$ cat src/rtl/hbus_pkg.sv
package hbus_pkg;
  typedef enum logic {
    STYLE_SEP_RW  = 1'b0,
    STYLE_DS_DIR  = 1'b1
  } bus_style_e;

  localparam int HB_SYNC_STAGES = 2;
endpackage

$ cat src/rtl/hbus_sync.sv
module hbus_sync #(
  parameter int           W       = 1,
  parameter int           STAGES  = 2,
  parameter logic [W-1:0] RST_VAL = '0
) (
  input  logic         clk,
  input  logic         rst_n,
  input  logic [W-1:0] d,
  output logic [W-1:0] q
);
  logic [W-1:0] chain_q [STAGES];
  logic [W-1:0] chain_d [STAGES];

  always_comb begin
    chain_d[0] = d;
    for (int i = 1; i < STAGES; i++) begin
      chain_d[i] = chain_q[i-1];
    end
  end

  for (genvar g = 0; g < STAGES; g++) begin : g_stage
    always_ff @(posedge clk or negedge rst_n) begin
      if (!rst_n) chain_q[g] <= RST_VAL;
      else        chain_q[g] <= chain_d[g];
    end
  end

  assign q = chain_q[STAGES-1];
endmodule

$ cat src/rtl/hbus_rst_sync.sv
module hbus_rst_sync #(
  parameter int STAGES = 2
) (
  input  logic clk,
  input  logic arst_n,
  output logic rst_n_out
);
  logic [STAGES-1:0] rst_q;
  logic [STAGES-1:0] rst_d;

  always_comb begin
    rst_d = {rst_q[STAGES-2:0], 1'b1};
  end

  always_ff @(posedge clk or negedge arst_n) begin
    if (!arst_n) rst_q <= '0;
    else         rst_q <= rst_d;
  end

  assign rst_n_out = rst_q[STAGES-1];


  rst_release_chk: assert property (@(posedge clk) disable iff (!arst_n)
    $rose(rst_n_out) |-> $past(arst_n));
endmodule

$ cat src/rtl/hbus_addr_latch.sv
module hbus_addr_latch #(
  parameter int IDX_W = 3
) (
  input  logic             clk,
  input  logic             rst_n,
  input  logic             mux_en,
  input  logic             ale_s,
  input  logic [IDX_W-1:0] lo_data_s,
  output logic [IDX_W-1:0] idx_q
);
  logic             ale_prev_q, ale_prev_d;
  logic [IDX_W-1:0] idx_d;
  logic             ale_fall;

  always_comb begin
    ale_fall   = mux_en & ale_prev_q & ~ale_s;
    ale_prev_d = ale_s;
    idx_d      = idx_q;
    if (ale_fall) idx_d = lo_data_s;
  end

  always_ff @(posedge clk or negedge rst_n) begin
    if (!rst_n) begin
      ale_prev_q <= 1'b0;
      idx_q      <= '0;
    end else begin
      ale_prev_q <= ale_prev_d;
      idx_q      <= idx_d;
    end
  end


  latch_hold_chk: assert property (@(posedge clk) disable iff (!rst_n)
    !(ale_prev_q && !ale_s) |=> $stable(idx_q));
endmodule

$ cat src/rtl/hbus_xfer.sv
module hbus_xfer
  import hbus_pkg::*;
#(
  parameter int DATA_W = 8,
  parameter int IDX_W  = 3
) (
  input  logic              clk,
  input  logic              rst_n,
  input  bus_style_e        style,
  input  logic              cs_s_n,
  input  logic              rd_ds_s_n,
  input  logic              wr_dir_s_n,
  input  logic [IDX_W-1:0]  idx_in,
  input  logic [DATA_W-1:0] data_s,
  input  logic [DATA_W-1:0] reg_rdata,
  output logic              wr_stb,
  output logic              rd_stb,
  output logic [IDX_W-1:0]  idx_q,
  output logic [DATA_W-1:0] wdata_q,
  output logic [DATA_W-1:0] dout_q,
  output logic              oe_q
);
  logic              rd_qual, wr_qual;
  logic              rd_prev_q, wr_prev_q;
  logic              rd_start, wr_start;
  logic              wr_stb_d, rd_stb_d, oe_d;
  logic [IDX_W-1:0]  idx_d;
  logic [DATA_W-1:0] wdata_d, dout_d;

  always_comb begin
    if (style == STYLE_DS_DIR) begin
      rd_qual = ~cs_s_n & ~rd_ds_s_n &  wr_dir_s_n;
      wr_qual = ~cs_s_n & ~rd_ds_s_n & ~wr_dir_s_n;
    end else begin
      rd_qual = ~cs_s_n & ~rd_ds_s_n;
      wr_qual = ~cs_s_n & ~wr_dir_s_n;
    end
    rd_start = rd_qual & ~rd_prev_q;
    wr_start = wr_qual & ~wr_prev_q;
    rd_stb_d = rd_start;
    wr_stb_d = wr_start;
    oe_d     = rd_qual;
    idx_d    = idx_q;
    if (rd_qual | wr_qual) idx_d = idx_in;
    wdata_d  = wdata_q;
    if (wr_start) wdata_d = data_s;
    dout_d   = dout_q;
    if (rd_qual) dout_d = reg_rdata;
  end

  always_ff @(posedge clk or negedge rst_n) begin
    if (!rst_n) begin
      rd_prev_q <= 1'b0;
      wr_prev_q <= 1'b0;
      rd_stb    <= 1'b0;
      wr_stb    <= 1'b0;
      oe_q      <= 1'b0;
      idx_q     <= '0;
      wdata_q   <= '0;
      dout_q    <= '0;
    end else begin
      rd_prev_q <= rd_qual;
      wr_prev_q <= wr_qual;
      rd_stb    <= rd_stb_d;
      wr_stb    <= wr_stb_d;
      oe_q      <= oe_d;
      idx_q     <= idx_d;
      wdata_q   <= wdata_d;
      dout_q    <= dout_d;
    end
  end


  wr_single_chk: assert property (@(posedge clk) disable iff (!rst_n)
    wr_stb |=> !wr_stb);


  rd_single_chk: assert property (@(posedge clk) disable iff (!rst_n)
    rd_stb |=> !rd_stb);


  cs_block_chk: assert property (@(posedge clk) disable iff (!rst_n)
    cs_s_n |=> (!wr_stb && !rd_stb && !oe_q));


  oe_release_chk: assert property (@(posedge clk) disable iff (!rst_n)
    (rd_ds_s_n && !oe_q) |=> !oe_q);
endmodule

$ cat src/rtl/hbus_front.sv
module hbus_front
  import hbus_pkg::*;
#(
  parameter int DATA_W = 8,
  parameter int IDX_W  = 3,
  parameter int IRQ_N  = 4,
  parameter int STAGES = HB_SYNC_STAGES
) (
  input  logic              clk,
  input  logic              hw_rst_n,
  input  logic              style_68,
  input  logic [IDX_W-1:0]  addr_pin,
  input  logic              cs_n,
  input  logic              rd_ds_n,
  input  logic              wr_dir_n,
  input  logic [DATA_W-1:0] bus_d_in,
  output logic [DATA_W-1:0] bus_d_out,
  output logic              bus_d_oe,
  output logic              irq_n,
  input  logic [IRQ_N-1:0]  irq_req,
  input  logic [IRQ_N-1:0]  irq_en,
  output logic              core_rst_n,
  output logic              reg_wr_stb,
  output logic              reg_rd_stb,
  output logic [IDX_W-1:0]  reg_idx,
  output logic [DATA_W-1:0] reg_wdata,
  input  logic [DATA_W-1:0] reg_rdata
);
  localparam int CTRL_W = 3;

  logic [CTRL_W-1:0] ctrl_s;
  logic [IDX_W-1:0]  addr_s;
  logic [DATA_W-1:0] data_s;
  logic [IDX_W-1:0]  latched_idx;
  logic [IDX_W-1:0]  idx_sel;
  logic              mux_mode_q, mux_mode_d;
  logic              irq_n_d;
  bus_style_e        style;

  hbus_rst_sync #(.STAGES(STAGES)) u_rst (
    .clk(clk), .arst_n(hw_rst_n), .rst_n_out(core_rst_n));

  hbus_sync #(.W(CTRL_W), .STAGES(STAGES), .RST_VAL({CTRL_W{1'b1}})) u_ctrl_sync (
    .clk(clk), .rst_n(core_rst_n), .d({cs_n, rd_ds_n, wr_dir_n}), .q(ctrl_s));

  hbus_sync #(.W(IDX_W), .STAGES(STAGES), .RST_VAL('0)) u_addr_sync (
    .clk(clk), .rst_n(core_rst_n), .d(addr_pin), .q(addr_s));

  hbus_sync #(.W(DATA_W), .STAGES(STAGES), .RST_VAL('0)) u_data_sync (
    .clk(clk), .rst_n(core_rst_n), .d(bus_d_in), .q(data_s));

  // Addressing strap: sampled only while the core is held in reset.
  always_comb begin
    mux_mode_d = mux_mode_q;
    if (!core_rst_n) mux_mode_d = ~addr_pin[0];
  end

  always_ff @(posedge clk) begin
    mux_mode_q <= mux_mode_d;
  end

  hbus_addr_latch #(.IDX_W(IDX_W)) u_alat (
    .clk(clk), .rst_n(core_rst_n), .mux_en(mux_mode_q),
    .ale_s(addr_s[IDX_W-1]), .lo_data_s(data_s[IDX_W-1:0]), .idx_q(latched_idx));

  always_comb begin
    idx_sel = mux_mode_q ? latched_idx : addr_s;
    style   = style_68 ? STYLE_DS_DIR : STYLE_SEP_RW;
  end

  hbus_xfer #(.DATA_W(DATA_W), .IDX_W(IDX_W)) u_xfer (
    .clk(clk), .rst_n(core_rst_n), .style(style),
    .cs_s_n(ctrl_s[2]), .rd_ds_s_n(ctrl_s[1]), .wr_dir_s_n(ctrl_s[0]),
    .idx_in(idx_sel), .data_s(data_s), .reg_rdata(reg_rdata),
    .wr_stb(reg_wr_stb), .rd_stb(reg_rd_stb), .idx_q(reg_idx),
    .wdata_q(reg_wdata), .dout_q(bus_d_out), .oe_q(bus_d_oe));

  always_comb begin
    irq_n_d = ~(|(irq_req & irq_en));
  end

  always_ff @(posedge clk or negedge core_rst_n) begin
    if (!core_rst_n) irq_n <= 1'b1;
    else             irq_n <= irq_n_d;
  end


  irq_follow_chk: assert property (@(posedge clk) disable iff (!core_rst_n)
    (|(irq_req & irq_en)) |=> !irq_n);


  no_strobe_pair_chk: assert property (@(posedge clk) disable iff (!core_rst_n)
    !(reg_wr_stb && reg_rd_stb));
endmodule

$ cat config.mk
export PLATFORM = sky130hd
export DESIGN_NAME = hbus_front
export DESIGN_NICKNAME = d
export VERILOG_FILES = /design/src/rtl/hbus_pkg.sv /design/src/rtl/hbus_sync.sv /design/src/rtl/hbus_rst_sync.sv /design/src/rtl/hbus_addr_latch.sv /design/src/rtl/hbus_xfer.sv /design/src/rtl/hbus_front.sv
export SDC_FILE = /design/constraint.sdc
export NUM_CORES = 1
export LEC_CHECK = 0
export BUFFER_PORTS_ARGS = -buffer_cell sky130_fd_sc_hd__buf_2
export CAP_MARGIN = 25
export CORE_MARGIN = 2
export CORE_UTILIZATION = 45
export DETAILED_ROUTE_END_ITERATION = 12
export PLACE_DENSITY = 0.75
export SLEW_MARGIN = 15
export SYNTH_ARGS = -nofsm -noshare
export SYNTH_HDL_FRONTEND = slang
export SYNTH_SLANG_ARGS = --single-unit
$ cat constraint.sdc
create_clock -name clk -period 1.9 [get_ports clk]
set_input_delay 0.095 -clock clk [delete_from_list [all_inputs] [get_ports clk]]
set_output_delay 0.095 -clock clk [all_outputs]
set_load 0.005 [all_outputs]
# ---- Yosys cells after proc, flatten, opt, wreduce, memory -nomap -nowiden
# Cells that the tools add are included.
dict set report word_totals {
  reg_bits 59
  inputBits 33
  output_inout_bits 24
  elab_cells 41
}
dict set report op_classes {
  n_mux 4
  n_bitwise 18
  n_reduce_logical 1
}
# cell n
set ops {}
lappend ops {{AND 1 bit} 8}
lappend ops {{inverter 1 bit} 8}
lappend ops {{AND 4 bit} 1}
lappend ops {{OR reduction 4 bit} 1}
lappend ops {{2-to-1 mux 1 bit} 3}
lappend ops {{2-to-1 mux 3 bit} 1}
lappend ops {{OR 1 bit} 1}

# ---- Longest topological paths before layout
dict set report logic_depth {
  depth_word 5
  ltp_mapped 4
  ltp_nobuf 3
}

# ---- Hierarchy
# From an unflattened synthesis, not the netlist that was laid out.
dict set report unflattened {
  hier_cells 98
  area_unflattened_um2 1905.6
}
# module instances cells_each area_each_um2
set by_module_without_submodules {}
lappend by_module_without_submodules {hbus_xfer 1 50 857.1}
lappend by_module_without_submodules {{hbus_sync (u_data_sync)} 1 16 400.4}
lappend by_module_without_submodules {hbus_addr_latch 1 8 165.2}
lappend by_module_without_submodules {{hbus_sync (u_ctrl_sync)} 1 6 157.7}
lappend by_module_without_submodules {{hbus_sync (u_addr_sync)} 1 6 150.1}
lappend by_module_without_submodules {hbus_front 1 9 121.4}
lappend by_module_without_submodules {hbus_rst_sync 1 3 53.8}

# ---- Worst setup path before layout
# No wires, ideal clock.
dict set report synth_timing {
  path_type {flip-flop to flip-flop}
  from {register u_rst.rst_q[1]}
  to {register mux_mode_q (enable)}
  t_arrival_ps 1646
  required_ps 1592
  slack_ps -54
  path_stages_with_launch 2
  n_path_buf 0
  period_less_slack_ps 1954
  cell_sequence {dfrtp_1 -> inv_1}
}
# item line_no
set synth_rtl {}
lappend synth_rtl {{start, declared} hbus_rst_sync.sv:8} ;# logic [STAGES-1:0] rst_q;
lappend synth_rtl {{start signal, assigned} hbus_rst_sync.sv:17} ;# else rst_q <= rst_d;
lappend synth_rtl {{end signal, assigned} hbus_front.sv:59} ;# mux_mode_q <= mux_mode_d;
lappend synth_rtl {{end, declared} hbus_front.sv:36} ;# logic mux_mode_q, mux_mode_d;
# No word-level cell between the ends.

# ---- Final worst setup path
dict set report layout_timing {
  from {register u_ctrl_sync.chain_q (netlist bit u_ctrl_sync.q[0])}
  to {register u_xfer.dout_q[1]}
}
dict set report layout_via {
  elab_chain_len 2
}
# item line_no
set layout_rtl {}
lappend layout_rtl {{start, declared} hbus_sync.sv:11} ;# logic [W-1:0] chain_q [STAGES];
lappend layout_rtl {{start signal, assigned by index} hbus_sync.sv:24} ;# else chain_q[g] <= chain_d[g];
lappend layout_rtl {{AND 1 bit} hbus_xfer.sv:32} ;# rd_qual = ~cs_s_n & ~rd_ds_s_n & wr_dir_s_n;
lappend layout_rtl {{2-to-1 mux 1 bit} hbus_xfer.sv:31} ;# if (style == STYLE_DS_DIR) begin
lappend layout_rtl {{net u_xfer.oe_d} hbus_xfer.sv:26} ;# logic wr_stb_d, rd_stb_d, oe_d;
lappend layout_rtl {{end signal, assigned} hbus_xfer.sv:69} ;# dout_q <= dout_d;
lappend layout_rtl {{end, declared} hbus_xfer.sv:20} ;# output logic [DATA_W-1:0] dout_q,
# The timed path passes the listed nets, and every way through them passes these cells.
# A chain may end at the register's enable or synchronous reset.

==> flow_metrics.py <==
metrics = {
    "floorplan": {
        "die_w_um": 68.6,
        "fp.coreArea_mm2": 0.00400,
        "die_h_um": 68.6,
        "pin_count": 57,
        "num_rows": 23,
        "start_util": 0.469,
        "dieArea_mm2": 0.00470,
    },
    "sta": {
        "finalSetupViolations": 0,
        "finalHoldViolations": 0,
        "fin_ws_ps": 306,
        "rsz0062_at_grt": "no",
        "finalMaxSlewViolations": 0,
        "skew_ps": 4.28,
        "period_share": 0.839,
        "fmax_ghz": 0.628,
        "fin_crit_ps": 1590,
        "finalSetupTns_ps": 0,
    },
    "critical_path": {
        "crit_path_cell_trace": "inv_1, a211oi_4, mux2_2",
        "setup.worst_path.end_class": "register",
        "critPathKind": "register to register",
        "arrival_ps": 1800,
        "crit_buf_inv": 1,
        "crit_family": "flip-flops",
        "cp.required_ps": 2100,
        "slowest_delay_ps": 550,
        "critPathLaunchType": "register",
        "crit_fanout": 10,
        "crit_slowest_cell": "dfstp_2",
    },
    "synth": {
        "synth_seq_cells": 59,
        "syn-num-nets": 131,
        "seq_area_frac_synth": 0.795,
        "avgSynthCellArea_um2": 19.1,
        "synth.top_cell.area_share": 0.680,
        "synth_area_leaders": "dfrtp_1 68%, mux2_2 15%, dfstp_2 9.8%, edfxtp_1 1.6%, a211oi_4 1.1%",
        "netlist_area_mm2": 0.00188,
        "synth_area_leader_cell": "dfrtp_1",
        "syn_inst": 98,
        "yosysUniqueCellTypes": 15,
        "ys.warnings.count": 0,
    },
    "clock_tree": {
        "htreeDepth": 3,
        "cts.path.max_buffers": 2,
        "post_cts_resized": 0,
        "cts_tree": "done",
        "cts.sinks": 59,
        "cts_hold_buf": 23,
        "postCtsSetupRepairBufs": 0,
        "insertion_delay_ps": 320,
        "ctsRootBufferMaster": "clkbuf_8",
        "clkTransAtPathRegs_ps": 60,
        "cts_made_buffers": 9,
    },
    "final_layout": {
        "areaGrowthSynthToFinish_pct": 44.6,
        "fill_cells": 289,
        "drive_gt1_frac": 0.558,
        "diodes": 0,
        "layout_commonest_cell": "buf_2",
        "layout_common_cells": "56 x buf_2, 50 x dfrtp_1, 25 x mux2_2, 25 x dlygate4sd3_1, 11 x clkbuf_8",
        "layout.nets": 225,
    },
    "placement": {
        "dp_hpwl_um": 2100,
        "place.gp.congestion": 0.715,
        "place_ws_ps": 277,
        "io_buffer_count": 56,
    },
    "routing": {
        "drt-initial-drc-count": 20,
        "routed_via_density": 4.53,
        "firstDrtPassIters": 4,
        "wirelength_um": 3220,
        "wl_per_cell_um": 13.0,
        "drc_errors": 0,
        "ant_nets": 0,
        "vias": 1119,
    },
    "power_and_ir_drop": {
        "p_per_area_mw_per_mm2": 1120,
        "p_leak_nw": 1.29,
        "max-vdd-ir-drop_uv": 629,
    },
    "worst_hold_path": {
        "holdCritPathClass": "primary input to register",
    },
    "global_route": {
        "grt_pass1_wl_um": 5110,
        "antenna_found_initial": 0,
        "grt_max_degree": 32,
        "grt_overflow": 0,
        "grt_usage": 0.163,
        "grt_pass1_vias": 1175,
    },
    "run": {
        "cap_violations": 0,
    },
    "status": {
        "status": "completed",
    },
}
[path summary, 6_finish.rpt]
check                                                start                          endpoint  slack, ps  cells past startpoint
worst max register to register  u_ctrl_sync.q[0]$_DFF_PN1_      u_xfer.dout_q[1]$_DFFE_PN0P_        310                      3
worst min-delay path                              style_68        u_xfer.wr_prev_q$_DFF_PN0_         30                      2
min in group asynchronous                         hw_rst_n          u_rst.rst_q[0]$_DFF_PN0_         90                      2
max in group asynchronous         u_rst.rst_q[1]$_DFF_PN0_     u_xfer.wdata_q[6]$_DFFE_PN0P_       1320                      1
worst max-delay path            u_ctrl_sync.q[0]$_DFF_PN1_      u_xfer.dout_q[1]$_DFFE_PN0P_        310                      3
worst min register to register    u_rst.rst_q[1]$_DFF_PN0_  u_addr_sync.chain_d[1]$_DFF_PN0_        280                      1
[registers in the layout (all words and copies together) (netlist names)]
name / flops
u_xfer.dout_q: 8
u_addr_sync.chain_d: 3
u_xfer.wr_prev_q: 1
u_ctrl_sync.q: 3
u_xfer.idx_q: 3
u_alat.ale_prev_q: 1
u_data_sync.chain_d: 8
u_xfer.rd_stb: 1
mux_mode_q: 1
u_rst.rst_q: 2
u_xfer.wdata_q: 8
u_ctrl_sync.chain_d: 3
u_addr_sync.q: 3
u_data_sync.q: 8
u_xfer.oe_q: 1
irq_n: 1
u_xfer.wr_stb: 1
u_alat.idx_q: 3
[layer usage]
| metal | vias up | wire, um | global-route usage |
|---|---|---|---|
| met2 | 37 | 1790 | 0.275 |
| met4 | 0 | 31 | 0.0825 |
| li1 | 519 | - | - |
| met5 | - | 0 | 0 |
| met3 | 4 | 206 | 0.0795 |
| met1 | 559 | 1190 | 0.166 |
[layout make-up]
| type | instances | area (um2) | area share |
|---|---|---|---|
| Timing Repair Buffer | 84 | 553 | 0.204 |
| Inverter | 3 | 11.3 | 0.00415 |
| Sequential cell | 59 | 1490 | 0.550 |
| Clock inverter | 5 | 75.1 | 0.0277 |
| Multi-Input combinational cell | 35 | 367 | 0.135 |
| Clock buffer | 11 | 151 | 0.0558 |
| Tap cell | 50 | 62.6 | 0.0231 |
[logic make-up after synthesis]
kind of cell	after synthesis	synth area share
AO/OA/AOI/OAI	5	0.0307
buffers and inverters	4	0.0100
flip-flops	59	0.795
multiplexers	25	0.150
other	1	0.00200
AND/OR/NAND/NOR	4	0.0127
[through the flow]
| stage | hold WS [ps] | power [mW] | cell area [um2] | instances | utilization |
|---|---|---|---|---|---|
| after detailed placement | -119 | 1.78 | 2230 | 206 | 0.559 |
| after floorplan | -201 | 1.62 | 1880 | 98 | - |
| after CTS | 3.41 | 3.08 | 2690 | 245 | 0.673 |
| after global routing | 24.3 | 3.19 | 2710 | 247 | 0.678 |
| final | 28.9 | 3.03 | 2710 | 247 | 0.678 |
| after global placement | -120 | 1.75 | 2230 | 206 | 0.559 |
[Yosys cell counts, drive strengths merged]
cell type,instances
inv,3
edfxtp,1
conb,1
nor2,1
buf,1
a22o,1
dfstp,7
nand3b,1
o21a,1
mux2,25
nor2b,2
a221oi,1
dfrtp,51
a211oi,2
[report_power, final]
| group | total (mW) | internal, mW | switching [mW] |
|---|---|---|---|
| sequential | 1.46 | 1.40 | 0.0612 |
| clock | 1.25 | 0.802 | 0.444 |
| combinational | 0.326 | 0.205 | 0.120 |
| total | 3.03 | 2.41 | 0.625 |
Note: power is estimated with default switching activity, not from simulation.
